===== config.mk =====
export PLATFORM = sky130hd
export DESIGN_NAME = bank_quota_arb
export DESIGN_NICKNAME = d
export VERILOG_FILES = /design/src/rtl/bqa_pkg.sv /design/src/rtl/bqa_cfg_reg.sv /design/src/rtl/bqa_bank_arb.sv /design/src/rtl/bank_quota_arb.sv
export SDC_FILE = /design/constraint.sdc
export NUM_CORES = 1
export LEC_CHECK = 0
export ABC_CLOCK_PERIOD_IN_PS = 2500
export BUFFER_PORTS_ARGS = -buffer_cell sky130_fd_sc_hd__buf_2
export CORE_ASPECT_RATIO = 0.7
export CORE_UTILIZATION = 25
export CTS_CLUSTER_DIAMETER = 60
export DETAILED_ROUTE_END_ITERATION = 10
export GPL_TIMING_DRIVEN = 0
export SYNTH_ARGS = -nofsm -noshare
export SYNTH_HDL_FRONTEND = slang
export SYNTH_HIERARCHICAL = 1
export SYNTH_SLANG_ARGS = --single-unit

===== constraint.sdc =====
create_clock -name clk -period 2.5 [get_ports clk]
set_input_delay 0.5 -clock clk [delete_from_list [all_inputs] [get_ports clk]]
set_output_delay 0.5 -clock clk [all_outputs]
set_load 0.02 [all_outputs]

===== src/rtl/bqa_pkg.sv =====
package bqa_pkg;
    localparam int NUM_BANKS       = 4;
    localparam int QUOTA_W         = 4;
    localparam int FIELD_STRIDE    = 8;
    localparam int BEAT_SCALE_LOG2 = 2;

    typedef enum logic [1:0] {
        OWN_IDLE = 2'd0,
        OWN_DMA  = 2'd1,
        OWN_OTH  = 2'd2
    } owner_e;

    typedef struct packed {
        logic dma_req;
        logic dma_beat;
        logic oth_req;
    } bank_req_t;

    typedef struct packed {
        logic dma_gnt;
        logic oth_gnt;
    } bank_gnt_t;

    function automatic bank_gnt_t decode_owner(owner_e own);
        bank_gnt_t g;
        g.dma_gnt = (own == OWN_DMA);
        g.oth_gnt = (own == OWN_OTH);
        return g;
    endfunction
endpackage


===== src/rtl/bqa_cfg_reg.sv =====
module bqa_cfg_reg #(
    parameter int NB     = 4,
    parameter int QW     = 4,
    parameter int STRIDE = 8
) (
    input  logic                       clk,
    input  logic                       rst,
    input  logic                       we,
    input  logic [NB*STRIDE-1:0]       wdata,
    output logic [NB*STRIDE-1:0]       rdata,
    output logic [NB-1:0][QW-1:0]      quota
);
    logic [NB-1:0][QW-1:0] field_q;

    always_ff @(posedge clk) begin
        if (rst) begin
            field_q <= '1;
        end else if (we) begin
            for (int b = 0; b < NB; b++) begin
                field_q[b] <= wdata[b*STRIDE +: QW];
            end
        end
    end

    always_comb begin
        rdata = '0;
        for (int b = 0; b < NB; b++) begin
            rdata[b*STRIDE +: QW] = field_q[b];
        end
    end

    assign quota = field_q;
endmodule


===== src/rtl/bqa_bank_arb.sv =====
module bqa_bank_arb
    import bqa_pkg::*;
#(
    parameter int QW         = 4,
    parameter int SCALE_LOG2 = 2
) (
    input  logic            clk,
    input  logic            rst,
    input  logic [QW-1:0]   quota,
    input  bank_req_t       req,
    output bank_gnt_t       gnt
);
    localparam int CW = QW + SCALE_LOG2 + 1;

    owner_e         own_q, own_d;
    logic [CW-1:0]  cnt_q, cnt_d;
    logic [CW-1:0]  limit;
    logic           unlimited;
    logic           beat_ok;
    logic           quota_hit;

    assign limit     = {1'b0, quota, {SCALE_LOG2{1'b0}}};
    assign unlimited = (quota == '0);
    assign beat_ok   = (own_q == OWN_DMA) && req.dma_beat;
    assign quota_hit = beat_ok && !unlimited && ((cnt_q + 1'b1) >= limit);

    always_comb begin
        own_d = own_q;
        cnt_d = cnt_q;
        unique case (own_q)
            OWN_IDLE: begin
                cnt_d = '0;
                if (req.dma_req)      own_d = OWN_DMA;
                else if (req.oth_req) own_d = OWN_OTH;
            end
            OWN_DMA: begin
                if (!req.dma_req) begin
                    cnt_d = '0;
                    own_d = req.oth_req ? OWN_OTH : OWN_IDLE;
                end else if (quota_hit) begin
                    cnt_d = '0;
                    if (req.oth_req) own_d = OWN_OTH;
                end else if (beat_ok && !unlimited) begin
                    cnt_d = cnt_q + 1'b1;
                end
            end
            OWN_OTH: begin
                cnt_d = '0;
                if (!req.oth_req) own_d = req.dma_req ? OWN_DMA : OWN_IDLE;
            end
            default: begin
                cnt_d = '0;
                own_d = OWN_IDLE;
            end
        endcase
    end

    always_ff @(posedge clk) begin
        if (rst) begin
            own_q <= OWN_IDLE;
            cnt_q <= '0;
        end else begin
            own_q <= own_d;
            cnt_q <= cnt_d;
        end
    end

    assign gnt = decode_owner(own_q);
endmodule


===== src/rtl/bank_quota_arb.sv =====
module bank_quota_arb
    import bqa_pkg::*;
#(
    parameter int NB         = NUM_BANKS,
    parameter int QW         = QUOTA_W,
    parameter int STRIDE     = FIELD_STRIDE,
    parameter int SCALE_LOG2 = BEAT_SCALE_LOG2
) (
    input  logic                   clk,
    input  logic                   rst,
    input  logic                   cfg_we,
    input  logic [NB*STRIDE-1:0]   cfg_wdata,
    output logic [NB*STRIDE-1:0]   cfg_rdata,
    input  logic [NB-1:0]          dma_req,
    input  logic [NB-1:0]          dma_beat,
    output logic [NB-1:0]          dma_gnt,
    input  logic [NB-1:0]          oth_req,
    output logic [NB-1:0]          oth_gnt
);
    logic [NB-1:0][QW-1:0] quota;

    bqa_cfg_reg #(.NB(NB), .QW(QW), .STRIDE(STRIDE)) u_cfg (
        .clk   (clk),
        .rst   (rst),
        .we    (cfg_we),
        .wdata (cfg_wdata),
        .rdata (cfg_rdata),
        .quota (quota)
    );

    for (genvar b = 0; b < NB; b++) begin : g_bank
        bank_req_t breq;
        bank_gnt_t bgnt;

        assign breq.dma_req  = dma_req[b];
        assign breq.dma_beat = dma_beat[b];
        assign breq.oth_req  = oth_req[b];

        bqa_bank_arb #(.QW(QW), .SCALE_LOG2(SCALE_LOG2)) u_arb (
            .clk   (clk),
            .rst   (rst),
            .quota (quota[b]),
            .req   (breq),
            .gnt   (bgnt)
        );

        assign dma_gnt[b] = bgnt.dma_gnt;
        assign oth_gnt[b] = bgnt.oth_gnt;
    end
endmodule


; Word level (Yosys, flattened, before mapping)
; Cells that the tools add are included.
[word_totals]
register_bits = 52
inputBits = 47
out_inout_bits = 40
word_cells = 108
[classes]
n_addsub = 4
magnitude_cmp = 4
n_eq_ne = 16
n_mux = 32
n_bitwise = 8
n_reduce_logical = 32
[op_table]
columns = operator, n
row1 = 2-bit two-way mux, 24
row2 = 7-bit by 1-bit adder with 7-bit output (second input constant), 4
row3 = 7-bit by 6-bit greater-or-equal comparator with 1-bit output, 4
row4 = 2-bit one-hot mux with 3 select lines, 4
row5 = 4-bit logical NOT, 4
row6 = 4-bit OR reduction, 4
row7 = 1-bit logical AND, 12
row8 = 3-bit by 2-bit != test with 1-bit output (second input constant), 4
row9 = 2-bit by 1-bit equality test with 1-bit output (second input constant), 4
row10 = 2-bit equality test (second input constant), 4
row11 = 2-bit logical NOT, 4
row12 = 2-bit != test (second input constant), 4
row13 = 1-bit inverter, 8
row14 = 2-bit AND reduction, 4
row15 = 1-bit logical NOT, 4
row16 = 1-bit two-way mux, 4

; Depth between registers and ports, before layout
[depth]
depth_word = 7
depth_mapped = 10
depth_no_buf = 9

; Hierarchy
; The synthesis kept the hierarchy.
[by_module_without_submodules]
columns = module, n_inst, cells_each, area_per_inst_um2, seq_area_each_um2
row1 = bqa_bank_arb, 4, 71, 593.1, 180.2
row2 = bqa_cfg_reg, 1, 86, 843.3, 320.3

; Worst setup path after synthesis
; No wires, ideal clock.
[synth_timing]
path_type = register to register
from = register g_bank[0].u_arb.cnt_q[0]
to = register g_bank[0].u_arb.own_q[1]
setup_ps = 122
arrival_time_ps = 2199
required_ps = 2378
path_slack_ps = 180
path_stages_with_launch = 11
n_path_buf = 1
period_less_slack_ps = 2320
cell_sequence = dfxtp_1 -> ha_1 -> nand3_2 -> xnor2_1 -> ha_1 -> a21o_1 -> a221oi_2 -> and3_1 -> buf_6 -> nor2_1 -> o311a_1
[synth_between]
elab_chain_cells = 5
[synth_rtl]
columns = item, line_no
row1 = start: declaration, bqa_bank_arb.sv:16  ; logic [CW-1:0] cnt_q, cnt_d;
row2 = start signal: assignment, bqa_bank_arb.sv:64  ; cnt_q <= cnt_d;
row3 = 7-bit by 1-bit adder with 7-bit output, bqa_bank_arb.sv:25  ; assign quota_hit = beat_ok && !unlimited && ((cnt_q + 1'b1) >= limit);
row4 = 7-bit by 6-bit greater-or-equal comparator with 1-bit output, bqa_bank_arb.sv:25
row5 = 1-bit logical AND, bqa_bank_arb.sv:25
row6 = 3-bit by 2-bit != test with 1-bit output (no line), --
row7 = 2-bit AND reduction (no line), --
row8 = end signal: assignment, bqa_bank_arb.sv:63  ; own_q <= own_d;
row9 = end: declaration, bqa_bank_arb.sv:15  ; owner_e own_q, own_d;
; No other way between the ends.
; A chain may end at the register's enable or synchronous reset.

; Worst setup path in the final report
[layout_timing]
from = register g_bank[1].u_arb.cnt_q[1]
to = register g_bank[1].u_arb.own_q[1]
[layout_between]
elab_chain_cells = 5
[layout_rtl]
columns = item, line_no
row1 = start: declaration, bqa_bank_arb.sv:16
row2 = start signal: assignment, bqa_bank_arb.sv:64
row3 = 7-bit by 1-bit adder with 7-bit output, bqa_bank_arb.sv:25
row4 = 7-bit by 6-bit greater-or-equal comparator with 1-bit output, bqa_bank_arb.sv:25
row5 = 1-bit logical AND, bqa_bank_arb.sv:25
row6 = 3-bit by 2-bit != test with 1-bit output (no line), --
row7 = 2-bit AND reduction (no line), --
row8 = end signal: assignment, bqa_bank_arb.sv:63
row9 = end: declaration, bqa_bank_arb.sv:15
; No other way between the ends.

==> out/results.ini <==
[status]
status=completed

[cts]
cts_htree_levels=2
path_clk_slew_ps=70
root_buffer=clkbuf_16
cts_tree=built
clockBufferDepth=2
cts_buffers=5
hold_buffers=0
cts_sinks=52
clock_latency_ps=290

[power]
powerDensity_nw_per_um2=465.7
p_leak_nw=1.873
vdd_drop_max_uv=231.4

[setup_path]
worstSetupStartpointType=flop
critPathLaunch=g_bank[1].u_arb/cnt_q[1]$_SDFFE_PP0P_
reg2reg_depth=10
cp_max_fo=7
r2r_slack_ps=100
worst_setup_path_end_kind=flop
r2r_end=g_bank[1].u_arb/own_q[1]$_SDFFE_PP0P_
reg2reg_from=g_bank[1].u_arb/cnt_q[1]$_SDFFE_PP0P_
path_class=flop to flop
cp-endpoint=g_bank[1].u_arb/own_q[1]$_SDFFE_PP0P_
worstPathRequired_ps=2690
worst_ep_arrival_time_ps=2590

[detailed_routing]
totalWireLength_um=7852
ant_nets=0
drt_iter0_drc=111
drt_first_pass_iters=4
remaining_drc_errors=0
avgViaCountPerCell=4.521
wl_per_cell_um=12.66
route.vias.total=2803

[cells_and_area]
stdcell_count=620
final_nets=528
ff_latch_area_um2=1071
layout_commonest_cell=buf_2
syn2layout_area_growth_pct=29.07
fin_util_pct=33.30
fill_cells=1288
multi_input_area_um2=1961
drive_above_1_share_pct=32.53
diodes=0
final_cell_mix=55 x buf_2, 44 x buf_4, 38 x dfxtp_1, 36 x nand2_1

[place]
dp_slack_ps=-120.5
dp_hpwl_um=5876
gp_congestion=0.8594
dp_cells=601
port_buffers=54

[timing]
fin_ws_ps=99.07
min_period_ps=2401
slew_viol_final=0
fin_crit_sh_pct=96.04
grt_setup_unrepaired=true
hold_violations=0
fmax_mhz=416.5
setup-violations-final=0
final.setup.tns_ps=0
skew_ps=4.317

[floorplan]
io_pins=87
die-area_um2=13330
die_h_um=96.89
row_count=34
start_util_pct=25.80
core_um2=12460
die_x_um=137.6

[synthesis]
syn_area_um2=3216
netlist.area_leader.share_pct=32.37
ys_top_cells_by_area=dfxtp_1 32%, ha_1 9.3%, buf_4 7.7%, nor2b_1 5.4%, a211o_1 4.4%
postSynthAreaPerCell_um2=8.691
yosysSeqAreaShare_pct=32.37
ys_ff_latch=52
synth.largest_area_cell=dfxtp_1
yosysUniqueCellTypes=28
synthCells=370
yosys_warnings=6

[run]
maxCapViolCount=0

[global_route]
grt_pass1_wl_um=12290
grt_pass1_vias=2551
grt_antenna_before_repair=2
grt_max_degree=16
globalRoute.totalOverflow=0
grt_usage_pct=11.84

[min_path]
min_path_type=input pin to flop

==> routing by layer <==
metal  vias to the layer above  GRT usage (%)  share of wire, %
met2                        67          17.32                43
met1                      1281          16.37                49
met5                         -              0              0.34
met3                        11          4.088               6.9
li1                       1440              -                 -
met4                         4          3.043              0.98
==> kinds of logic (layout without fill, tap and decap cells) <==
| logic type | after synthesis | after routing | share of synthesized area [%] |
|---|---|---|---|
| buf+inv | 61 | 134 | 12.41 |
| compound gates | 68 | 68 | 16.03 |
| fa+ha+maj | 24 | 24 | 9.339 |
| flops | 52 | 52 | 32.37 |
| xor+xnor | 16 | 16 | 4.358 |
| simple gates | 148 | 148 | 25.37 |
| other cells | 1 | 16 | 0.1166 |
==> synth_stat cells (all sizes together) <==
master / count
o21ai: 8
o311a: 8
nand2: 36
nand3: 32
nand3b: 4
nor2: 12
nor2b: 28
inv: 16
or4: 4
dfxtp: 52
conb: 1
or3: 4
buf: 40
a21oi: 20
nor3b: 8
ha: 24
nand4b: 4
clkbuf: 5
xnor2: 16
a21o: 4
and3: 16
a21bo: 4
a31oi: 4
a221oi: 4
a211o: 16
==> critical path, cell delays in order (launching register included) <==
cell and delay (ps):
dfxtp_2 390, and3_1 170, nand3_1 130, xnor2_2 180
ha_1 300, and3_1 190, a221oi_2 240, and3_1 200
buf_6 120, nor2_1 50, o311a_1 320
==> state kept, by name (all words and copies together), names as in the netlist <==
name,cells
g_bank.u_arb/cnt_q,28
u_cfg/quota,16
g_bank.u_arb/own_q,8
==> area by class of cell <==
class	count	area share, %
buffer	45	8.170
timing repair buffer	65	8.502
sequential	52	25.81
multi-input combinational	272	47.24
clock buffer	6	3.105
clock inverter	2	0.8441
inverter	16	1.447
tap	162	4.884
==> per-stage QoR <==
| stage | total power, mW | instance area [um2] | hold slack (ps) |
|---|---|---|---|
| 2_1_floorplan | 1.088 | 3272 | 457.4 |
| 3_3_place_gp | 1.171 | 3745 | 469.4 |
| 3_5_place_dp | 1.176 | 3745 | 475.5 |
| 4_1_cts | 1.970 | 3964 | 396.9 |
| 5_1_grt | 2.036 | 4150 | 402.8 |
| 6_report | 1.933 | 4150 | 405.1 |
==> how the worst min path moves through the flow <==
stage | startpoint | endpoint | slack (ps) | depth (start not counted)
floorplan | g_bank[0].u_arb/cnt_q[5]$_SDFFE_PP0P_ | g_bank[0].u_arb/cnt_q[5]$_SDFFE_PP0P_ | 460 | 2
global placement | g_bank[3].u_arb/cnt_q[6]$_SDFFE_PP0P_ | g_bank[3].u_arb/cnt_q[6]$_SDFFE_PP0P_ | 470 | 1
detailed placement | g_bank[3].u_arb/cnt_q[6]$_SDFFE_PP0P_ | g_bank[3].u_arb/cnt_q[6]$_SDFFE_PP0P_ | 480 | 1
CTS | cfg_wdata[25] | u_cfg/quota[13]$_SDFFE_PP1P_ | 400 | 2
global route | cfg_wdata[9] | u_cfg/quota[5]$_SDFFE_PP1P_ | 400 | 2
finish | cfg_wdata[25] | u_cfg/quota[13]$_SDFFE_PP1P_ | 410 | 2
==> repair_timing <==
action / in CTS / in global routing
endpoints found under the setup margin: 4 / 6
resized for setup: 13 / 24
buffers inserted: 0 / 11
gates cloned: 0 / 0
pin swaps: 0 / 10
==> report_power, final <==
| group | switching [mW] | internal, mW |
|---|---|---|
| sequential | 0.0267 | 0.848 |
| combinational | 0.149 | 0.128 |
| clock | 0.310 | 0.472 |
| total | 0.485 | 1.45 |
No activity file was read; power rests on OpenSTA's default activity.
